<file path="config.mk">
export PLATFORM = sky130hd
export DESIGN_NAME = smb_backlight_regs
export DESIGN_NICKNAME = d
export VERILOG_FILES = /design/src/rtl/smbr_pkg.sv /design/src/rtl/smbr_sync.sv /design/src/rtl/smbr_engine.sv /design/src/rtl/smbr_regs.sv /design/src/rtl/smb_backlight_regs.sv
export SDC_FILE = /design/constraint.sdc
export NUM_CORES = 1
export LEC_CHECK = 0
export BUFFER_PORTS_ARGS = -buffer_cell sky130_fd_sc_hd__buf_2
export CAP_MARGIN = 20
export CORE_ASPECT_RATIO = 0.9
export CORE_MARGIN = 4
export CORE_UTILIZATION = 30
export DETAILED_ROUTE_END_ITERATION = 10
export PLACE_DENSITY = 0.57
export SKIP_LAST_GASP = 1
export SLEW_MARGIN = 20
export SYNTH_ARGS = -nofsm -noshare
export SYNTH_HDL_FRONTEND = slang
export SYNTH_SLANG_ARGS = --single-unit
</file>
<file path="constraint.sdc">
create_clock -name clk -period 1.8 [get_ports clk]
set_clock_uncertainty 0.1 [all_clocks]
set_input_delay 0.27 -clock clk [delete_from_list [all_inputs] [get_ports clk]]
set_output_delay 0.27 -clock clk [all_outputs]
set_load 0.01 [all_outputs]
</file>
<file path="src/rtl/smbr_pkg.sv">
package smbr_pkg;

  localparam int BYTE_W = 8;

  localparam logic [BYTE_W-1:0] CMD_BRT = 8'h00;
  localparam logic [BYTE_W-1:0] CMD_CTL = 8'h01;
  localparam logic [BYTE_W-1:0] CMD_STS = 8'h02;
  localparam logic [BYTE_W-1:0] CMD_ID  = 8'h03;

  typedef enum logic [1:0] {
    MODE_SMB_ABS = 2'b00,
    MODE_SMB_PCT = 2'b01,
    MODE_PWM     = 2'b10
  } dim_mode_e;

  typedef enum logic [3:0] {
    ST_IDLE, ST_ADDR, ST_ACK_A, ST_CMD, ST_ACK_C,
    ST_WDAT, ST_ACK_W, ST_RDAT, ST_RACK, ST_HOLD
  } eng_state_e;

  // PWM select overrides the scaling bit.
  function automatic dim_mode_e decode_mode(input logic pwm_sel, input logic pwm_abs);
    if (pwm_sel)      return MODE_PWM;
    else if (pwm_abs) return MODE_SMB_ABS;
    else              return MODE_SMB_PCT;
  endfunction

  function automatic logic [BYTE_W-1:0] status_pack(input logic therm, input logic bl_on,
                                                    input logic one_off, input logic two_off);
    return {2'b00, two_off, one_off, bl_on, 1'b0, therm, therm | one_off};
  endfunction

  function automatic logic [BYTE_W-1:0] id_pack(input logic panel, input logic [3:0] mfg,
                                                input logic [2:0] rev);
    return {panel, mfg, rev};
  endfunction

endpackage

</file>
<file path="src/rtl/smbr_sync.sv">
module smbr_sync #(
  parameter int SYNC_STAGES = 2
) (
  input  logic clk,
  input  logic rst_n,
  input  logic scl_i,
  input  logic sda_i,
  output logic scl_rise,
  output logic scl_fall,
  output logic bus_start,
  output logic bus_stop,
  output logic sda_lvl
);
  localparam int SH_W = SYNC_STAGES + 1;

  logic [SH_W-1:0] scl_sh, sda_sh;

  always_ff @(posedge clk or negedge rst_n) begin
    if (!rst_n) begin
      scl_sh <= '1;
      sda_sh <= '1;
    end else begin
      scl_sh <= {scl_sh[SH_W-2:0], scl_i};
      sda_sh <= {sda_sh[SH_W-2:0], sda_i};
    end
  end

  logic scl_now, scl_prev, sda_now, sda_prev;
  assign scl_now  = scl_sh[SYNC_STAGES-1];
  assign scl_prev = scl_sh[SYNC_STAGES];
  assign sda_now  = sda_sh[SYNC_STAGES-1];
  assign sda_prev = sda_sh[SYNC_STAGES];

  assign scl_rise  = scl_now & ~scl_prev;
  assign scl_fall  = ~scl_now & scl_prev;
  assign bus_start = scl_now & scl_prev & sda_prev & ~sda_now;
  assign bus_stop  = scl_now & scl_prev & ~sda_prev & sda_now;
  assign sda_lvl   = sda_now;
endmodule

</file>
<file path="src/rtl/smbr_engine.sv">
module smbr_engine
  import smbr_pkg::*;
#(
  parameter logic [6:0] DEV_ADDR = 7'h2C
) (
  input  logic              clk,
  input  logic              rst_n,
  input  logic              scl_rise,
  input  logic              scl_fall,
  input  logic              bus_start,
  input  logic              bus_stop,
  input  logic              sda_lvl,
  input  logic [BYTE_W-1:0] rd_data,
  output logic              sda_oe,
  output logic              wr_stb,
  output logic [BYTE_W-1:0] reg_idx,
  output logic [BYTE_W-1:0] wr_data,
  output eng_state_e        state
);
  localparam int CNT_W = $clog2(BYTE_W + 1);
  localparam logic [CNT_W-1:0] FULL = CNT_W'(BYTE_W);

  logic [BYTE_W-1:0] shreg, txreg, cmd_q;
  logic [CNT_W-1:0]  bitcnt;
  logic              rw_q;

  assign reg_idx = cmd_q;
  assign wr_data = shreg;

  always_ff @(posedge clk or negedge rst_n) begin
    if (!rst_n) begin
      state  <= ST_IDLE;
      shreg  <= '0;
      txreg  <= '0;
      cmd_q  <= '0;
      bitcnt <= '0;
      rw_q   <= 1'b0;
      sda_oe <= 1'b0;
      wr_stb <= 1'b0;
    end else begin
      wr_stb <= 1'b0;
      if (bus_stop) begin
        state  <= ST_IDLE;
        sda_oe <= 1'b0;
      end else if (bus_start) begin
        state  <= ST_ADDR;
        bitcnt <= '0;
        sda_oe <= 1'b0;
      end else begin
        case (state)
          ST_ADDR, ST_CMD, ST_WDAT: begin
            if (scl_rise) begin
              shreg  <= {shreg[BYTE_W-2:0], sda_lvl};
              bitcnt <= bitcnt + 1'b1;
            end else if (scl_fall && bitcnt == FULL) begin
              bitcnt <= '0;
              if (state == ST_ADDR) begin
                if (shreg[BYTE_W-1:1] == DEV_ADDR) begin
                  rw_q   <= shreg[0];
                  sda_oe <= 1'b1;
                  state  <= ST_ACK_A;
                end else begin
                  state  <= ST_HOLD;
                end
              end else if (state == ST_CMD) begin
                cmd_q  <= shreg;
                sda_oe <= 1'b1;
                state  <= ST_ACK_C;
              end else begin
                wr_stb <= 1'b1;
                sda_oe <= 1'b1;
                state  <= ST_ACK_W;
              end
            end
          end
          ST_ACK_A: if (scl_fall) begin
            if (rw_q) begin
              txreg  <= rd_data;
              sda_oe <= ~rd_data[BYTE_W-1];
              bitcnt <= '0;
              state  <= ST_RDAT;
            end else begin
              sda_oe <= 1'b0;
              state  <= ST_CMD;
            end
          end
          ST_ACK_C: if (scl_fall) begin
            sda_oe <= 1'b0;
            state  <= ST_WDAT;
          end
          ST_ACK_W: if (scl_fall) begin
            sda_oe <= 1'b0;
            state  <= ST_HOLD;
          end
          ST_RDAT: begin
            if (scl_rise) begin
              bitcnt <= bitcnt + 1'b1;
            end else if (scl_fall) begin
              if (bitcnt == FULL) begin
                sda_oe <= 1'b0;
                state  <= ST_RACK;
              end else begin
                txreg  <= {txreg[BYTE_W-2:0], 1'b0};
                sda_oe <= ~txreg[BYTE_W-2];
              end
            end
          end
          ST_RACK: if (scl_fall) state <= ST_HOLD;
          default: ;
        endcase
      end
    end
  end
endmodule

</file>
<file path="src/rtl/smbr_regs.sv">
module smbr_regs
  import smbr_pkg::*;
#(
  parameter int          NSTR     = 8,
  parameter int          ON_DELAY = 500000,
  parameter logic [3:0]  ID_MFG   = 4'd6,
  parameter logic [2:0]  ID_REV   = 3'd0
) (
  input  logic              clk,
  input  logic              rst_n,
  input  logic              wr_stb,
  input  logic [BYTE_W-1:0] reg_idx,
  input  logic [BYTE_W-1:0] wr_data,
  input  logic              therm_fault,
  input  logic [NSTR-1:0]   str_off,
  output logic [BYTE_W-1:0] rd_data,
  output logic [BYTE_W-1:0] bright,
  output logic              ctl_bl,
  output dim_mode_e         mode,
  output logic              bl_en,
  output logic [BYTE_W-1:0] sts_byte
);
  localparam int CW    = $clog2(NSTR + 1);
  localparam int DLY_W = $clog2(ON_DELAY + 1);
  localparam logic [DLY_W-1:0] DLY_LAST = DLY_W'(ON_DELAY - 1);

  logic [2:0]       ctl_q;
  logic [DLY_W-1:0] dly_q;
  logic             en_q;

  always_ff @(posedge clk or negedge rst_n) begin
    if (!rst_n) begin
      bright <= '1;
      ctl_q  <= '0;
    end else if (wr_stb) begin
      if (reg_idx == CMD_BRT && !ctl_q[1]) bright <= wr_data;
      if (reg_idx == CMD_CTL)              ctl_q  <= wr_data[2:0];
    end
  end

  always_ff @(posedge clk or negedge rst_n) begin
    if (!rst_n) begin
      dly_q <= '0;
      en_q  <= 1'b0;
    end else if (!ctl_q[0]) begin
      dly_q <= '0;
      en_q  <= 1'b0;
    end else if (!en_q) begin
      if (dly_q == DLY_LAST) en_q  <= 1'b1;
      else                   dly_q <= dly_q + 1'b1;
    end
  end

  assign ctl_bl = ctl_q[0];
  assign bl_en  = en_q & ctl_q[0];
  assign mode   = decode_mode(ctl_q[1], ctl_q[2]);

  logic [CW-1:0] n_off;
  always_comb begin
    n_off = '0;
    for (int i = 0; i < NSTR; i++) n_off = n_off + CW'(str_off[i]);
  end

  assign sts_byte = status_pack(therm_fault, bl_en, n_off != '0, n_off > CW'(1));

  always_comb begin
    case (reg_idx)
      CMD_BRT: rd_data = bright;
      CMD_CTL: rd_data = {5'b0, ctl_q};
      CMD_STS: rd_data = sts_byte;
      CMD_ID:  rd_data = id_pack(1'b1, ID_MFG, ID_REV);
      default: rd_data = '0;
    endcase
  end
endmodule

</file>
<file path="src/rtl/smb_backlight_regs.sv">
module smb_backlight_regs
  import smbr_pkg::*;
#(
  parameter int         NSTR     = 8,
  parameter int         ON_DELAY = 500000,
  parameter logic [6:0] DEV_ADDR = 7'h2C
) (
  input  logic            clk,
  input  logic            rst_n,
  input  logic            scl_i,
  input  logic            sda_i,
  output logic            sda_oe_o,
  input  logic            therm_fault_i,
  input  logic [NSTR-1:0] str_off_i,
  output logic [7:0]      bright_o,
  output logic [1:0]      mode_o,
  output logic            bl_en_o
);
  logic scl_rise_w, scl_fall_w, start_w, stop_w, sda_lvl_w;
  logic wr_stb_w, ctl_bl_w, drive_ok_w;
  logic [BYTE_W-1:0] idx_w, wdat_w, rdat_w, sts_w;
  eng_state_e state_w;
  dim_mode_e  mode_w;

  smbr_sync #(.SYNC_STAGES(2)) sync_i (
    .clk(clk), .rst_n(rst_n), .scl_i(scl_i), .sda_i(sda_i),
    .scl_rise(scl_rise_w), .scl_fall(scl_fall_w),
    .bus_start(start_w), .bus_stop(stop_w), .sda_lvl(sda_lvl_w)
  );

  smbr_engine #(.DEV_ADDR(DEV_ADDR)) eng_i (
    .clk(clk), .rst_n(rst_n), .scl_rise(scl_rise_w), .scl_fall(scl_fall_w),
    .bus_start(start_w), .bus_stop(stop_w), .sda_lvl(sda_lvl_w),
    .rd_data(rdat_w), .sda_oe(sda_oe_o), .wr_stb(wr_stb_w),
    .reg_idx(idx_w), .wr_data(wdat_w), .state(state_w)
  );

  smbr_regs #(.NSTR(NSTR), .ON_DELAY(ON_DELAY)) regs_i (
    .clk(clk), .rst_n(rst_n), .wr_stb(wr_stb_w), .reg_idx(idx_w),
    .wr_data(wdat_w), .therm_fault(therm_fault_i), .str_off(str_off_i),
    .rd_data(rdat_w), .bright(bright_o), .ctl_bl(ctl_bl_w),
    .mode(mode_w), .bl_en(bl_en_o), .sts_byte(sts_w)
  );

  assign mode_o = mode_w;

  // States in which the slave may own SDA.
  assign drive_ok_w = (state_w == ST_ACK_A) || (state_w == ST_ACK_C) ||
                      (state_w == ST_ACK_W) || (state_w == ST_RDAT);
endmodule

</file>
==> metrics, run 1 <==
#FFs+latches synth=71; Die H=115 um; Max Cap Violations=0; share of cells above drive strength 1=between 40% and 50%; cell chain of the critical path=buf_6 > ha_4 > inv_2 > fa_1 > fa_1 > inv_1 > fa_2 > fa_2 > and3_4 > o21bai_4 > nor3_2 > o31ai_1; CP max stage delay=slightly below 0.5 ns; CP Data Required Time=around 1.9 ns; largest net degree at the start of global routing=between 70 and 80; P_leak=between 2 and 2.5 nW; WP buf/inv=3; failing checks=setup timing; asr flop ratio synth=between 90% and 100%; CP top delay family=adder cells; Slew @ Worst Pin=slightly above 0.5 ns; RSZ-0062 raised after global routing=yes; GPL Wtd Cong=approximately 0.83; Worst-Skew Late Latency=0.33 ns; synth cell count leaders=57 x dfrtp_1, 35 x nor2_1, 29 x mux2_2; Synth Instances=368; Setup WS pre-CTS=-1.40 ns; GRT Overall Usage=13.3%; final setup fails=12; DRC=0; Post-Synth Simple-Gate Area=around a fifth; Final WS setup=-0.984 ns; Ports=25; GRT overflow=0; via count=3111; Cell Count, Final, Fillers Out=626; CTS sink cnt=between 70 and 80; core area=between 10000 and 15000 um^2; syn nets=a little under 400; compound-cell area share of the yosys netlist=around 13%; area share of xor/xnor cells in the synthesized design=between 2 and 2.5%; design area=about 5300 um^2; HP Class=in2reg; syn avg cell area=10.3 um^2; total CTS buffers=9; CTS tree=yes; clk slew on worst S/H paths=approximately 0.060 ns; Yosys top cell by area=dfrtp_1; register area share after synthesis=between 40% and 50%; number of flops mapped to enable cells by yosys=0; Post-DRT Antenna Nets=0; fmax=359 MHz; Die X=~130 um; First-pass DRT Iterations=4; PwrDens=just over 800 nW/um^2; synth top area cells=dfrtp_1 38%, dfstp_2 9.7%, mux2_2 8.6%, nor2_1 3.5%, nand2_1 2.3%; Worst Path Max Fanout=3; Placed Instances=about 600; VDD IR max=0.738 mV; Synth top area share=approximately 38%; deepest clock path buffer count=2; WL/cell=~15 um; Area Growth Syn to Fin=38.8%; Netlist cell types=~60; startpoint types=primary input; Port Buffers=24; final hold vios=0; status=complete, but fails checks; die area=14500 um^2; nets@finish=484; first-pass GRT wire length=approximately 16000 um; largest family of logic cells by synthesized area=simple AND/OR/NAND/NOR gates; DRT Wirelength=9430 um; Rows=38; Root Buffer Master=clkbuf_16; yosys warns=0; top-count cell post-synth=dfrtp_1; initial antenna violation count=0; Via density=slightly below 5; Max Transition Viols Final=0; n_diodes=0; slew margin rel.=between 60% and 70%; Starting DRT DRC Count=138; Cell Area, Synth=3800 um^2; CP Capture Type=register; Tcrit/Tclk final=155%; Adder-Cell Fraction of Synth Area=between 4 and 5%; dpl hpwl=between 6000 and 7000 um; vias in the first global route=between 3000 and 4000; crit path kind=in2reg; Primary FF master, synth=dfrtp_1; placed inst area=around 4500 um^2; mux share of post-synthesis cell area=a little under 10%; overall power=roughly 0.0043 W; CP arrival=approximately 2.9 ns; H-tree levels=3; final hold slack=0.206 ns; CP max stage cell=fa_1; Final Critical Period=2.78 ns; Initial Util=31.1%
## worst min-delay path: stages
cell and delay, ns:
buf_2 0.11, nor3_2 0.05, o31ai_1 0.17
## state kept, by name, summed over array words and instances (netlist names)
signal / count
eng_i.rw_q: 1
eng_i.bitcnt: 4
eng_i.state: 4
eng_i.sda_oe: 1
eng_i.txreg: 7
regs_i.en_q: 1
regs_i.bright: 8
regs_i.ctl_q: 3
sync_i.sda_sh: 3
eng_i.wr_data: 8
eng_i.wr_stb: 1
sync_i.scl_sh: 3
eng_i.reg_idx: 8
regs_i.dly_q: 19
## through the flow
| stage | setup TNS, ns | util (%) |
|---|---|---|
| finish | -3.00 | 43.2 |
| global route | -4.78 | 43.2 |
| CTS | -3.19 | 41.2 |
| detailed placement | -6.22 | 37.2 |
| global placement | -6.20 | 37.2 |
| floorplan | -3.40 | - |
## final timing paths
kind	startpoint	end	slack, ns	cells past startpoint
worst min-delay path	therm_fault_i	eng_i.txreg[0]$_DFFE_PN0P_	0.21	3
min in group asynchronous	rst_n	eng_i.bitcnt[3]$_DFFE_PN0P_	0.37	3
worst max register to register	eng_i.bitcnt[1]$_DFFE_PN0P_	eng_i.reg_idx[7]$_DFFE_PN0P_	-0.03	6
worst min register to register	sync_i.scl_sh[0]$_DFF_PN1_	sync_i.scl_sh[1]$_DFF_PN1_	0.26	0
max in group asynchronous	rst_n	regs_i.bright[0]$_DFFE_PN1P_	0.86	3
worst max-delay path	str_off_i[1]	eng_i.txreg[0]$_DFFE_PN0P_	-0.98	12
## routing by layer
layer  vias up  wire length [um]  part of all wire (%)  track usage (%)
met1      1519              4390                    47             17.6
met3        13               318                   3.4             3.30
met2        55              4550                    48             21.1
met5         -                 0                     0                0
li1       1524                 -                     -                -
met4         0               172                   1.8             5.15
## layout make-up
class,instances,area (um^2)
inverter,17,63.8
clock buffer,9,225
sequential,71,1800
timing repair buffer,98,748
tap,160,200
multi-input combinational,264,2140
clock inverter,7,103
fill,1147,6940
## report_power, final
part           leakage, nW  total (W)  internal, W  switching, W
registers            0.902    0.00179      0.00169      0.000101
logic                 1.24   0.000510     0.000287      0.000223
clock network        0.162    0.00197      0.00123      0.000741
## kinds of logic after synthesis
kind of cell               after synthesis
adders and majority gates               10
buffers and inverters                   33
AOI/OAI and AO/OA                       77
xor gates and xnor gates                 9
and+or+nand+nor                        135
DFF                                     71
muxes                                   33
## timing repair
action	CTS	global route
gates resized for setup	29	39
endpoints found under the setup margin	33	53
hold endpoints to repair	59	0
hold buffers	3	0
buffers inserted	2	9
pin swaps	8	16
## cells in the final DEF, fill, tap and decap left out, types with 3 or more instances in the layout
cell type,count
and3_1,6
nand2_1,21
a21oi_1,15
nand3_2,4
inv_2,3
and4_1,3
dfstp_2,14
ha_1,3
buf_2,22
o21ai_2,3
or3_1,5
nor2_1,31
o21a_1,4
o211ai_1,3
buf_12,3
o22ai_1,5
o21ai_0,14
buf_4,64
mux2_4,10
dfrtp_2,3
nand3b_1,4
nor3_1,5
buf_6,6
nor3_2,3
xor2_1,5
dfrtp_1,54
nand3_1,5
mux2i_1,4
xnor2_1,4
dlygate4sd3_1,3
clkbuf_16,9
nand2b_1,7
nand4_1,6
o31ai_1,3
inv_1,14
mux2_2,19
No activity file was read; power rests on OpenSTA's default activity.
==> run 2: changes to the inputs <==
- PLACE_DENSITY: 0.57 -> 0.55
- clock period: 1.8 -> 3.1 ns (I/O delays scaled with it)
==> run 2 against run 1 <==
The run now ends clean. Combinational power shrank 63%. Final cell count shrank 12%. Setup slack gained 1.1 ns. Utilization shrank 7.3 points. Wire length shrank 11%. Clock-buffer cell count is the same.
==> metrics, run 2 (synthesis results as in run 1) <==
Ports=25 (unchanged); slew margin rel.=39.2% (-27 points); CP Capture Type=register; PwrDens=524 nW/um^2 (-35%); Slew @ Worst Pin=0.912 ns (+0.406 ns); VDD IR max=0.294 mV (-60%); dpl hpwl=5860 um (-8.2%); Starting DRT DRC Count=127 (-8.0%); final setup fails=0 (-12); GRT Overall Usage=12.1% (-1.2 points); Top reg by flops=regs_i.dly_q; Initial Util=31.1% (unchanged); HP Class=in2reg; share of cells above drive strength 1=25.4% (-20 points); Rows=38 (unchanged); Via density=5.18 (+4.3%); Placed Instances=538 (-9.7%); P_leak=1.85 nW (-20%); vias in the first global route=2803 (-10%); Max Cap Violations=0 (unchanged); flop2flop setup slack=0.93 ns (+0.96 ns); WL/cell=15.2 um (+1.1%); n_diodes=0 (unchanged); DRT Wirelength=8430 um (-11%); DRC=0 (unchanged); Cell Count, Final, Fillers Out=554 (-12%); reg2reg end=eng_i.txreg[1]$_DFFE_PN0P_; Max Transition Viols Final=0 (unchanged); reg2reg start=eng_i.state[1]$_DFFE_PN0P_; setup TNS=0 ns (+3.00 ns); H-tree levels=3 (unchanged); Die X=127 um (unchanged); Post-DRT Antenna Nets=0 (unchanged); CP Data Required Time=3.22 ns (+1.28 ns); GPL Wtd Cong=0.880 (+6.4%); Die H=115 um (unchanged); Worst-Skew Late Latency=0.34 ns (about the same); startpoint types=primary input; cts hold-fix bufs=0 (-3); cells on worst reg2reg path=5 (-1); Hold Crit Endpoint=sync_i.sda_sh[0]$_DFF_PN1_; nets@finish=412 (-15%); Port Buffers=24 (unchanged); CP arrival=3.13 ns (+0.20 ns); commonest non-fill, non-tap cells in the layout=57 x dfrtp_1, 34 x nor2_1, 29 x mux2_2, 24 x buf_2, 23 x nand2_1; GRT overflow=0 (unchanged); Root Buffer Master=clkbuf_16; initial antenna violation count=0 (unchanged); fmax=between 300 and 400 MHz; Hold Startpoint=sda_i; Tcrit/Tclk final=a little over nine tenths; first-pass GRT wire length=14200 um (-8.7%); core area=12200 um^2 (unchanged); Final Critical Period=slightly above 3 ns; via count=2871 (-7.7%); CTS tree=yes; largest net degree at the start of global routing=72 (unchanged); Area Growth Syn to Fin=15.2%; total CTS buffers=9 (unchanged); die area=14500 um^2 (unchanged); max FFs per register=19 (unchanged); status=finished, final reports clean; post-layout util=35.8% (-7.3 points); commonest non-fill, non-tap cell in the layout=dfrtp_1; Worst Path Max Fanout=3 (unchanged); final hold vios=0 (unchanged); Min-Delay Path Depth=1 (-2); deepest clock path buffer count=2 (unchanged); fillers=1230 (+7.2%); clk slew on worst S/H paths=0.06 ns (about the same); Post-CTS Setup Bufs=0 (-2); crit path kind=in2reg; First-pass DRT Iterations=6 (+2); RSZ-0062 raised after global routing=no; CTS sink cnt=71 (unchanged)
[run 2: cell count changes in the layout (fill, tap and decap cells not counted), sizes merged]
| cell | change |
|---|---|
| buf | -69 |
| bufinv | -1 |
| clkinvlp | +2 |
| dlygate4sd3 | -3 |
| inv | -1 |
[run 2: critical path, cell delays in order]
cell      delay [ns]
buf_2           0.11
ha_4            0.26
inv_2           0.03
fa_1            0.46
fa_1            0.49
inv_1           0.05
fa_2            0.34
fa_2            0.41
o21bai_4        0.19
o311ai_1        0.22
a21oi_1         0.10
[run 2: worst max-delay path by stage]
| stage | startpoint | end | slack [ns] | depth (start not counted) |
|---|---|---|---|---|
| 3_5_place_dp | str_off_i[1] | eng_i.txreg[4]$_DFFE_PN0P_ | -0.29 | 11 |
| 4_1_cts | str_off_i[1] | eng_i.txreg[0]$_DFFE_PN0P_ | 0.07 | 12 |
| 3_3_place_gp | str_off_i[1] | eng_i.txreg[4]$_DFFE_PN0P_ | -0.23 | 11 |
| 2_1_floorplan | str_off_i[1] | eng_i.txreg[4]$_DFFE_PN0P_ | -0.05 | 10 |
| 5_1_grt | str_off_i[1] | eng_i.txreg[4]$_DFFE_PN0P_ | 0.003 | 12 |
| 6_report | str_off_i[1] | eng_i.txreg[4]$_DFFE_PN0P_ | 0.08 | 11 |
[run 2: final cells by class]
cell class	instances	area, um^2	share of cell area [%]
inverters	17	63.8	1.46
repair buffers	26	135	3.08
multi-input cells	264	1880	43.0
clock buffers	9	225	5.14
well taps	160	200	4.57
clock inverters	7	80.1	1.83
flip-flops and latches	71	1790	41.0
[run 2: timing repair]
item                                   in CTS  in global routing
resized for setup                           0                  0
endpoints found under the hold margin       0                  0
setup endpoints to repair                   0                  1
[run 2: power breakdown]
group | total (W) | internal (W) | switching (W)
Sequential | 0.00105 | 0.000982 | 0.0000676
Clock | 0.00106 | 0.000631 | 0.000427
Combinational | 0.000187 | 0.0000982 | 0.0000889
Total | 0.00229 | 0.00171 | 0.000584
[run 2: stage by stage]
| step | instance area, um^2 | worst slack, ns | total power (W) | hold slack (ns) |
|---|---|---|---|---|
| after floorplan | 3840 | -0.0543 | 0.00118 | 0.0694 |
| after global placement | 4080 | -0.232 | 0.00125 | 0.248 |
| after detailed placement | 4080 | -0.290 | 0.00126 | 0.248 |
| after CTS | 4380 | 0.0696 | 0.00233 | 0.108 |
| after global routing | 4380 | 0.00345 | 0.00240 | 0.103 |
| final | 4380 | 0.0809 | 0.00229 | 0.122 |
[run 2: metal layers]
layer,routed length (um),up-vias,global-route usage [%]
li1,-,1374,-
met2,3840,57,18.5
met1,4150,1427,16.5
met5,0,-,0
met4,181,0,5.58
met3,259,13,2.55
